[src/rtl/npc_pkg.sv]
package npc_pkg;

  localparam int INSTR_W  = 32;
  localparam int OPC_W    = 6;
  localparam int FUNC_W   = 6;
  localparam int OFF_W    = 16;
  localparam int IDX_W    = 26;
  localparam int RA_W     = 5;

  localparam int OPC_LSB  = 26;
  localparam int RD_LSB   = 11;

  localparam logic [OPC_W-1:0]  OPC_SPECIAL = 6'd0;
  localparam logic [OPC_W-1:0]  OPC_J       = 6'd2;
  localparam logic [OPC_W-1:0]  OPC_JAL     = 6'd3;
  localparam logic [OPC_W-1:0]  OPC_BEQ     = 6'd4;
  localparam logic [OPC_W-1:0]  OPC_BNE     = 6'd5;
  localparam logic [FUNC_W-1:0] FN_JR       = 6'd8;
  localparam logic [FUNC_W-1:0] FN_JALR     = 6'd9;

  typedef enum logic [2:0] {
    FLOW_SEQ,
    FLOW_BEQ,
    FLOW_BNE,
    FLOW_JMP,
    FLOW_JMPL,
    FLOW_REG,
    FLOW_REGL
  } flow_kind_e;

endpackage

[src/rtl/npc_decode.sv]
module npc_decode
  import npc_pkg::*;
(
  input  logic [OPC_W-1:0]  opc_i,
  input  logic [FUNC_W-1:0] func_i,
  output flow_kind_e        kind_o
);

  always_comb begin
    kind_o = FLOW_SEQ;
    case (opc_i)
      OPC_SPECIAL: begin
        if (func_i == FN_JR)        kind_o = FLOW_REG;
        else if (func_i == FN_JALR) kind_o = FLOW_REGL;
      end
      OPC_J:   kind_o = FLOW_JMP;
      OPC_JAL: kind_o = FLOW_JMPL;
      OPC_BEQ: kind_o = FLOW_BEQ;
      OPC_BNE: kind_o = FLOW_BNE;
      default: kind_o = FLOW_SEQ;
    endcase
  end

endmodule

[src/rtl/npc_target.sv]
module npc_target
  import npc_pkg::*;
#(
  parameter int XLEN = 32
) (
  input  logic [XLEN-1:0]  pc_i,
  input  logic [OFF_W-1:0] off_i,
  input  logic [IDX_W-1:0] idx_i,
  input  logic [XLEN-1:0]  rs_val_i,
  input  logic [XLEN-1:0]  rt_val_i,
  input  flow_kind_e       kind_i,
  output logic [XLEN-1:0]  seq_o,
  output logic [XLEN-1:0]  npc_o
);

  localparam int SEXT_W   = XLEN - OFF_W - 2;
  localparam int REGION_W = XLEN - IDX_W - 2;

  logic [XLEN-1:0] br_tgt;
  logic [XLEN-1:0] jmp_tgt;
  logic            ops_eq;

  assign seq_o   = pc_i + XLEN'(4);
  assign br_tgt  = seq_o + {{SEXT_W{off_i[OFF_W-1]}}, off_i, 2'b00};
  assign jmp_tgt = {pc_i[XLEN-1 -: REGION_W], idx_i, 2'b00};
  assign ops_eq  = (rs_val_i == rt_val_i);

  always_comb begin
    npc_o = seq_o;
    case (kind_i)
      FLOW_BEQ:             if (ops_eq)  npc_o = br_tgt;
      FLOW_BNE:             if (!ops_eq) npc_o = br_tgt;
      FLOW_JMP, FLOW_JMPL:  npc_o = jmp_tgt;
      FLOW_REG, FLOW_REGL:  npc_o = rs_val_i;
      default:              npc_o = seq_o;
    endcase
  end

endmodule

[src/rtl/npc_link.sv]
module npc_link
  import npc_pkg::*;
#(
  parameter int             XLEN     = 32,
  parameter logic [RA_W-1:0] LINK_REG = 5'd31
) (
  input  flow_kind_e       kind_i,
  input  logic [RA_W-1:0]  rd_i,
  input  logic [XLEN-1:0]  seq_i,
  output logic             we_o,
  output logic [RA_W-1:0]  rd_o,
  output logic [XLEN-1:0]  val_o
);

  always_comb begin
    we_o = 1'b0;
    rd_o = '0;
    if (kind_i == FLOW_JMPL) begin
      we_o = 1'b1;
      rd_o = LINK_REG;
    end else if (kind_i == FLOW_REGL && rd_i != '0) begin
      we_o = 1'b1;
      rd_o = rd_i;
    end
  end

  assign val_o = seq_i;

endmodule

[src/rtl/npc_unit.sv]
module npc_unit
  import npc_pkg::*;
#(
  parameter int              XLEN     = 32,
  parameter logic [XLEN-1:0] RESET_PC = '0,
  parameter logic [RA_W-1:0] LINK_REG = 5'd31
) (
  input  logic              clk,
  input  logic              rst,
  input  logic [XLEN-1:0]   pc_i,
  input  logic [INSTR_W-1:0] instr_i,
  input  logic [XLEN-1:0]   rs_val_i,
  input  logic [XLEN-1:0]   rt_val_i,
  output logic [XLEN-1:0]   npc_o,
  output logic              link_we_o,
  output logic [RA_W-1:0]   link_rd_o,
  output logic [XLEN-1:0]   link_val_o
);

  flow_kind_e      kind;
  logic [XLEN-1:0] seq_pc;
  logic [XLEN-1:0] npc_d;
  logic            we_d;
  logic [RA_W-1:0] rd_d;
  logic [XLEN-1:0] val_d;
  logic            live_q;

  npc_decode u_dec (
    .opc_i  (instr_i[OPC_LSB +: OPC_W]),
    .func_i (instr_i[FUNC_W-1:0]),
    .kind_o (kind)
  );

  npc_target #(.XLEN(XLEN)) u_tgt (
    .pc_i     (pc_i),
    .off_i    (instr_i[OFF_W-1:0]),
    .idx_i    (instr_i[IDX_W-1:0]),
    .rs_val_i (rs_val_i),
    .rt_val_i (rt_val_i),
    .kind_i   (kind),
    .seq_o    (seq_pc),
    .npc_o    (npc_d)
  );

  npc_link #(.XLEN(XLEN), .LINK_REG(LINK_REG)) u_lnk (
    .kind_i (kind),
    .rd_i   (instr_i[RD_LSB +: RA_W]),
    .seq_i  (seq_pc),
    .we_o   (we_d),
    .rd_o   (rd_d),
    .val_o  (val_d)
  );

  always_ff @(posedge clk) begin
    if (rst) begin
      npc_o      <= RESET_PC;
      link_we_o  <= 1'b0;
      link_rd_o  <= '0;
      link_val_o <= '0;
      live_q     <= 1'b0;
    end else begin
      npc_o      <= npc_d;
      link_we_o  <= we_d;
      link_rd_o  <= rd_d;
      link_val_o <= val_d;
      live_q     <= 1'b1;
    end
  end

  // a write request never targets register 0
  a_r12_no_zero_dest: assert property (@(posedge clk) disable iff (rst)
    link_we_o |-> (link_rd_o != '0));

  // return address is the word after the captured instruction
  a_r7_link_value: assert property (@(posedge clk) disable iff (rst)
    live_q |-> (link_val_o == $past(pc_i) + XLEN'(4)));

  // region jumps keep the upper PC bits and stay word aligned
  a_r6_region_keep: assert property (@(posedge clk) disable iff (rst)
    (live_q && ($past(instr_i[OPC_LSB +: OPC_W]) == OPC_J ||
                $past(instr_i[OPC_LSB +: OPC_W]) == OPC_JAL))
    |-> (npc_o[XLEN-1 -: 4] == $past(pc_i[XLEN-1 -: 4]) && npc_o[1:0] == 2'b00));

  // a plain register jump follows the first operand and never links
  a_r8_reg_jump: assert property (@(posedge clk) disable iff (rst)
    (live_q && $past(instr_i[OPC_LSB +: OPC_W]) == OPC_SPECIAL &&
     $past(instr_i[FUNC_W-1:0]) == FN_JR)
    |-> (npc_o == $past(rs_val_i) && !link_we_o));

  // a branch-if-equal with differing operands falls through
  a_r4_beq_fall: assert property (@(posedge clk) disable iff (rst)
    (live_q && $past(instr_i[OPC_LSB +: OPC_W]) == OPC_BEQ &&
     $past(rs_val_i) != $past(rt_val_i))
    |-> (npc_o == $past(pc_i) + XLEN'(4)));

  // non-control opcodes fall through without linking
  a_r3_plain_seq: assert property (@(posedge clk) disable iff (rst)
    (live_q && $past(instr_i[OPC_LSB +: OPC_W]) > OPC_BNE)
    |-> (npc_o == $past(pc_i) + XLEN'(4) && !link_we_o));

endmodule

[config.mk]
export PLATFORM = sky130hd
export DESIGN_NAME = npc_unit
export DESIGN_NICKNAME = d
export VERILOG_FILES = /design/src/rtl/npc_pkg.sv /design/src/rtl/npc_decode.sv /design/src/rtl/npc_target.sv /design/src/rtl/npc_link.sv /design/src/rtl/npc_unit.sv
export SDC_FILE = /design/constraint.sdc
export NUM_CORES = 1
export LEC_CHECK = 0
export BUFFER_PORTS_ARGS = -buffer_cell sky130_fd_sc_hd__buf_2
export CORE_AREA = 2 2 80 139
export DETAILED_ROUTE_END_ITERATION = 6
export DIE_AREA = 0 0 82 141
export GPL_ROUTABILITY_DRIVEN = 0
export GPL_TIMING_DRIVEN = 0
export PLACE_DENSITY_LB_ADDON = 0.2
export SKIP_LAST_GASP = 1
export SYNTH_ARGS = -nofsm -noshare
export SYNTH_HDL_FRONTEND = slang
export SYNTH_SLANG_ARGS = --single-unit
[constraint.sdc]
create_clock -name clk -period 12.2 [get_ports clk]
set_clock_uncertainty 0.2 [all_clocks]
set_input_delay 3.05 -clock clk [delete_from_list [all_inputs] [get_ports clk]]
set_output_delay 3.05 -clock clk [all_outputs]
set_load 0.02 [all_outputs]
# After elaboration in Yosys (flattened, before gate mapping)

Cells that the tools add are included.

$add $sub $neg: 2
Eq/ne operators: 13
Mux-type cells: 10
Reductions and logical operators: 5

Operators by type and width:

| cell                    | number |
|---|---|
| $pmux W32 S4            | 1 |
| $mux W32                | 2 |
| $add A32 B3 Y32 const B | 1 |
| $add A32 B32 Y32        | 1 |
| $eq A32 B32 Y1          | 1 |
| $pmux W3 S5             | 1 |
| $eq A6 B2 Y1 const B    | 2 |
| $eq A6 B3 Y1 const B    | 2 |
| $eq A6 B4 Y1 const B    | 2 |
| $mux W5                 | 2 |
| $eq A3 B3 Y1 const B    | 3 |
| $eq A3 B2 Y1 const B    | 2 |
| $logic_not A6 Y1        | 1 |
| $mux W3                 | 2 |
| $reduce_bool A5 Y1      | 1 |
| $reduce_or A2 Y1        | 2 |
| $eq A3 B1 Y1 const B    | 1 |
| $mux W1                 | 2 |
| $logic_and A1 B1 Y1     | 1 |

Bits in registers: 70
Bits of input ports: 130
Output and inout port bits: 70
Logic and storage cells: 34

# Longest topological paths before layout

Depth after elaboration: 8
Depth in mapped cells: 19

# By module

From an unflattened synthesis, not the netlist that was laid out.

Cells, all modules: 660
Area total of the unflattened synthesis: 5501.5 um2

By module, submodules not included:

| module     | times used | cells an instance | area an instance (um2) | seq. area each (um2) |
|---|---|---|---|---|
| npc_target | 1          | 454               | 3223.1                 | 0.0 |
| npc_unit   | 1          | 147               | 1874.3                 | 1401.3 |
| npc_link   | 1          | 45                | 309.0                  | 0.0 |
| npc_decode | 1          | 14                | 95.1                   | 0.0 |

# Worst setup path after synthesis

Ideal clock, no wire load.

Path kind: in2reg
Start: in pc_i[2]
End: reg npc_o[28]
Setup time: 0.120 ns
Arrival time: 6.022 ns
Required time: 11.880 ns
Slack: 5.858 ns
Stages: 16
Cells stage by stage: ha_1 -> nand2_1 -> nor3_1 -> and2_2 -> nand2_1 -> xnor2_1 -> ha_1 -> clkbuf_1 -> and4_1 -> nor2b_1 -> o311ai_1 -> o211ai_1 -> nand2_1 -> o21ai_0 -> mux2_2 -> a211o_1

Longest elaborated chain between the ends: 4
Elaborated cells on any way between the ends: 5
Classes of those cells: 2 x add/sub; 3 x mux

Ends and longest elaborated chain:

| element                            | RTL line                           | RTL |
|---|---|---|
| from (decl)                        | npc_unit.sv:10                     | `input logic [XLEN-1:0] pc_i,` |
| $add A32 B3 Y32 (*)                | npc_target.sv:23                   | `assign seq_o = pc_i + XLEN'(4);` |
| net seq_pc[18]                     | npc_unit.sv:21                     | `logic [XLEN-1:0] seq_pc;` |
| $add A32 B32 Y32 (*)               | npc_target.sv:24                   | `assign br_tgt = seq_o + {{SEXT_W{off_i[OFF_W-1]}}, off_i, 2'b00};` |
| $mux W32, on equally long branches | npc_target.sv:32, npc_target.sv:31 |  |
| $pmux W32 S4 (*)                   | npc_target.sv:30                   | `case (kind_i)` |
| to (signal assigned)               | npc_unit.sv:62                     | `npc_o <= npc_d;` |
| to (decl)                          | npc_unit.sv:14                     | `output logic [XLEN-1:0] npc_o,` |

The timed path passes the listed nets; every way through them passes the cells marked *.
A chain may end at the register's enable or synchronous reset.

# Worst setup path in the final report

Start: in pc_i[2]
End: reg npc_o[31]

Same word-level chain as after synthesis.

==> impl_results.rst <==
.. list-table::
   :header-rows: 1

   * - Metric
     - Value
   * - Worst Hold Path Cells
     - 2
   * - Library cell with the highest instance count after synthesis
     - sky130_fd_sc_hd__dfxtp_1
   * - Setup repair after global routing missed its margin
     - false
   * - Number of synthesized register bits
     - 70
   * - Ys flop type
     - sky130_fd_sc_hd__dfxtp_1
   * - Via count of the first global-routing pass
     - 5872
   * - Total length of routed wires
     - 18.7 mm
   * - Fraction of layout cells with a size suffix above 1
     - 28.1%
   * - Port buffer count
     - 198
   * - Sequence of cells on the critical path
     - buf_2, ha_1, nand2_1, nor3_1, and4_1, xor2_1, ha_1, a21o_1, a211oi_1, o21ai_0, a41oi_2, o41ai_2, a221o_1, a211oi_1, nand2_1
   * - Total of warnings raised by yosys
     - 0
   * - Startpoint Class
     - input port
   * - Worst rel slew slack
     - 15.3%
   * - Cts-stage hold buffer count
     - 0
   * - Drt drc
     - 0
   * - Antenna diode instance count
     - 0
   * - Final non-filler cell area
     - 6580 um^2
   * - Final-report hold violation count
     - 0
   * - Maximum number of buffers from clock root to sink
     - 2
   * - F_max
     - 139 MHz
   * - Chip height
     - 141 um
   * - Antenna violation net count after detailed routing
     - 0
   * - Clock buffers created by TritonCTS
     - 9
   * - Top-Level Pins
     - 200
   * - Multi-input logic area
     - 3520 um^2
   * - CP Data Arrival Time
     - 7200 ps
   * - Horizontal die dimension
     - 82 um
   * - Antenna violations before repair
     - 0
   * - Final cell count without fillers
     - 964
   * - Synth top area share
     - 27.4%
   * - Total negative slack
     - 0 ps
   * - Clock tree from TritonCTS
     - built
   * - Via count
     - 5718
   * - LEAKAGE
     - 3.03 nW
   * - Sink Count
     - 70
   * - Final HPWL from detailed placement
     - 15.1 mm
   * - Clk pin slew, worst setup/hold paths
     - 60 ps
   * - Final critical delay including setup and external delays
     - 7170 ps
   * - Final net count
     - 995
   * - Area added between synthesis and finish
     - 28.4%
   * - Cells after Synth
     - 620
   * - Share of the core filled with cells
     - 62.6%
   * - Slew of the pin with the lowest slew margin
     - 1260 ps
   * - Share of the yosys chip area belonging to registers
     - 27.4%
   * - Cell count after placement
     - 948
   * - Peak fanout along the critical path
     - 4
   * - Syn nets
     - 786
   * - Initial core utilization
     - 48.7%
   * - Root buf cell
     - sky130_fd_sc_hd__clkbuf_16
   * - Share of the clock period used by the worst path after layout
     - 58.8%
   * - WHS Endpoint
     - link_val_o[0]
   * - Largest incremental delay on the critical path
     - 490 ps
   * - Number of different library cells in the post-synthesis netlist
     - 69
   * - H-tree levels
     - 3
   * - Class of the most critical hold timing path
     - in2reg
   * - Placeable core area
     - 10500 um^2
   * - Post-CTS resize count
     - 0
   * - Crit path required time
     - 12220 ps
   * - Area of all sequential standard cells
     - 1400 um^2
   * - Largest net degree at the start of global routing
     - 21
   * - Largest area contributor in the netlist
     - sky130_fd_sc_hd__dfxtp_1
   * - Dominant cells by area after synthesis
     - sky130_fd_sc_hd__dfxtp_1 27%, sky130_fd_sc_hd__xnor2_1 11%, sky130_fd_sc_hd__ha_1 8.6%, sky130_fd_sc_hd__nor2_1 4.3%, sky130_fd_sc_hd__xor2_1 3.8%
   * - CP max-delay cell
     - sky130_fd_sc_hd__nor3_1
   * - Detailed-routing iteration count for the pre-antenna-repair pass
     - 7
   * - Global-route congestion overflow total
     - 0
   * - Number of flops mapped to enable cells by yosys
     - 0
   * - Overall track demand over capacity in global routing
     - 32.3%
   * - Post-Synthesis Mean Instance Area
     - 8.26 um^2
   * - Post-CTS setup buffer count
     - 0
   * - Max VDD drop
     - 83.2 uV
   * - Setup-failing EPs final
     - 0
   * - Post-DP Area
     - 6270 um^2
   * - Classification of the worst setup path
     - in2reg
   * - Drt initial violations
     - 390
   * - Total of fill cells in the finished design
     - 961
   * - Average wire per cell in the routed design
     - 19.4 um
   * - Ys async rst share
     - 0%
   * - Commonest cells in the synthesized netlist
     - 70 x sky130_fd_sc_hd__dfxtp_1, 62 x sky130_fd_sc_hd__xnor2_1, 58 x sky130_fd_sc_hd__nor2_1, 46 x sky130_fd_sc_hd__nand2_1, 35 x sky130_fd_sc_hd__ha_1
   * - Full die area
     - 11600 um^2
   * - Final number of max-transition violations
     - 0
   * - Power per cell area
     - 109 nW/um^2
   * - Core Rows
     - 50
   * - Hold wc startpoint
     - pc_i[0]
   * - First-pass GRT wire length
     - 28.1 mm
   * - Max Cap Violations
     - 0
   * - Per-cell via count in the routed design
     - 5.93
   * - CP endpoint kind
     - flip-flop
   * - Mapped Area
     - 5120 um^2
   * - Result of the run
     - finished clean
## per-stage QoR
step / total power (W) / hold WS (ps) / worst slack, ps
6_report: 0.000718 / 2730 / 5030
4_1_cts: 0.000717 / 2730 / 5060
5_1_grt: 0.000747 / 2750 / 4750
3_5_place_dp: 0.000449 / 3080 / 4730
2_1_floorplan: 0.000375 / 2920 / 5860
3_3_place_gp: 0.000446 / 3070 / 4760
## per-layer routing
layer	vias up	part of all wire [%]	wire length, um	track usage, %
met2	323	50	9260	55.4
met3	113	6.8	1280	7.36
met5	-	0	0	0
li1	2672	-	-	-
met4	0	8.2	1530	25.4
met1	2610	35	6600	32.3
## area by class of cell
class	count	area share, %
Sequential cell	70	21.3
Buffer	23	1.39
Inverter	29	1.66
Timing Repair Buffer	198	15.1
Multi-Input combinational cell	498	53.5
Clock buffer	13	3.96
Tap cell	130	2.47
Clock inverter	3	0.647
## cells in the final DEF (no fill, tap or decap), types with 5 or more instances in the layout
cell                          n
sky130_fd_sc_hd__o22ai_1     17
sky130_fd_sc_hd__clkbuf_1    18
sky130_fd_sc_hd__and3_1      10
sky130_fd_sc_hd__nor2b_1     17
sky130_fd_sc_hd__a22oi_1     21
sky130_fd_sc_hd__and4_1       5
sky130_fd_sc_hd__nand2b_1     7
sky130_fd_sc_hd__inv_1       29
sky130_fd_sc_hd__clkbuf_16    9
sky130_fd_sc_hd__nand4_1     14
sky130_fd_sc_hd__o21a_1      16
sky130_fd_sc_hd__nor2_1      58
sky130_fd_sc_hd__a221oi_1     6
sky130_fd_sc_hd__nand2_1     46
sky130_fd_sc_hd__buf_2      201
sky130_fd_sc_hd__nand3_1     13
sky130_fd_sc_hd__xnor2_1     62
sky130_fd_sc_hd__a21o_1      14
sky130_fd_sc_hd__xor2_1      22
sky130_fd_sc_hd__nor3_1       5
sky130_fd_sc_hd__dfxtp_1     70
sky130_fd_sc_hd__a21oi_1     31
sky130_fd_sc_hd__o21ai_0     18
sky130_fd_sc_hd__a211oi_1     9
sky130_fd_sc_hd__o221ai_1     7
sky130_fd_sc_hd__ha_1        35
## worst max-delay path: cells and delay by family
family / cells / cell delay (ps)
AOI/OAI and AO/OA: 7 / 1890
and+or+nand+nor: 4 / 1010
adders and majority gates: 2 / 660
xor gates and xnor gates: 1 / 450
buffers and inverters: 1 / 130
## kinds of logic (layout without fill, tap and decap cells)
logic type,Yosys count,in the layout,synth area share [%]
flops,70,70,27.4
simple gates,203,203,21.1
fa+ha+maj,36,36,8.94
mux,1,1,0.220
xor+xnor,85,85,14.7
buf+inv,52,266,3.91
compound gates,173,173,23.8
## registers in the layout, summed over array words and instances (netlist names)
register    count
npc_o          32
link_we_o       1
link_val_o     32
link_rd_o       5
## worst max-delay path by stage
stage | startpoint | endpoint | slack (ps) | depth (start not counted)
floorplan | pc_i[2] | npc_o[28] | 5860 | 16
global placement | pc_i[2] | npc_o[28] | 4760 | 17
detailed placement | pc_i[2] | npc_o[31] | 4730 | 15
CTS | pc_i[2] | npc_o[31] | 5060 | 15
global route | pc_i[2] | npc_o[31] | 4750 | 15
finish | pc_i[2] | npc_o[31] | 5030 | 15
## power by group
part           leakage (nW)  switching [W]  total, W  internal [W]
logic                  2.31       0.000122  0.000205     0.0000824
clock network         0.146      0.0000998  0.000269      0.000169
registers             0.582     0.00000289  0.000244      0.000241
total                  3.03       0.000225  0.000718      0.000493
(Power assumes the default switching activity.)
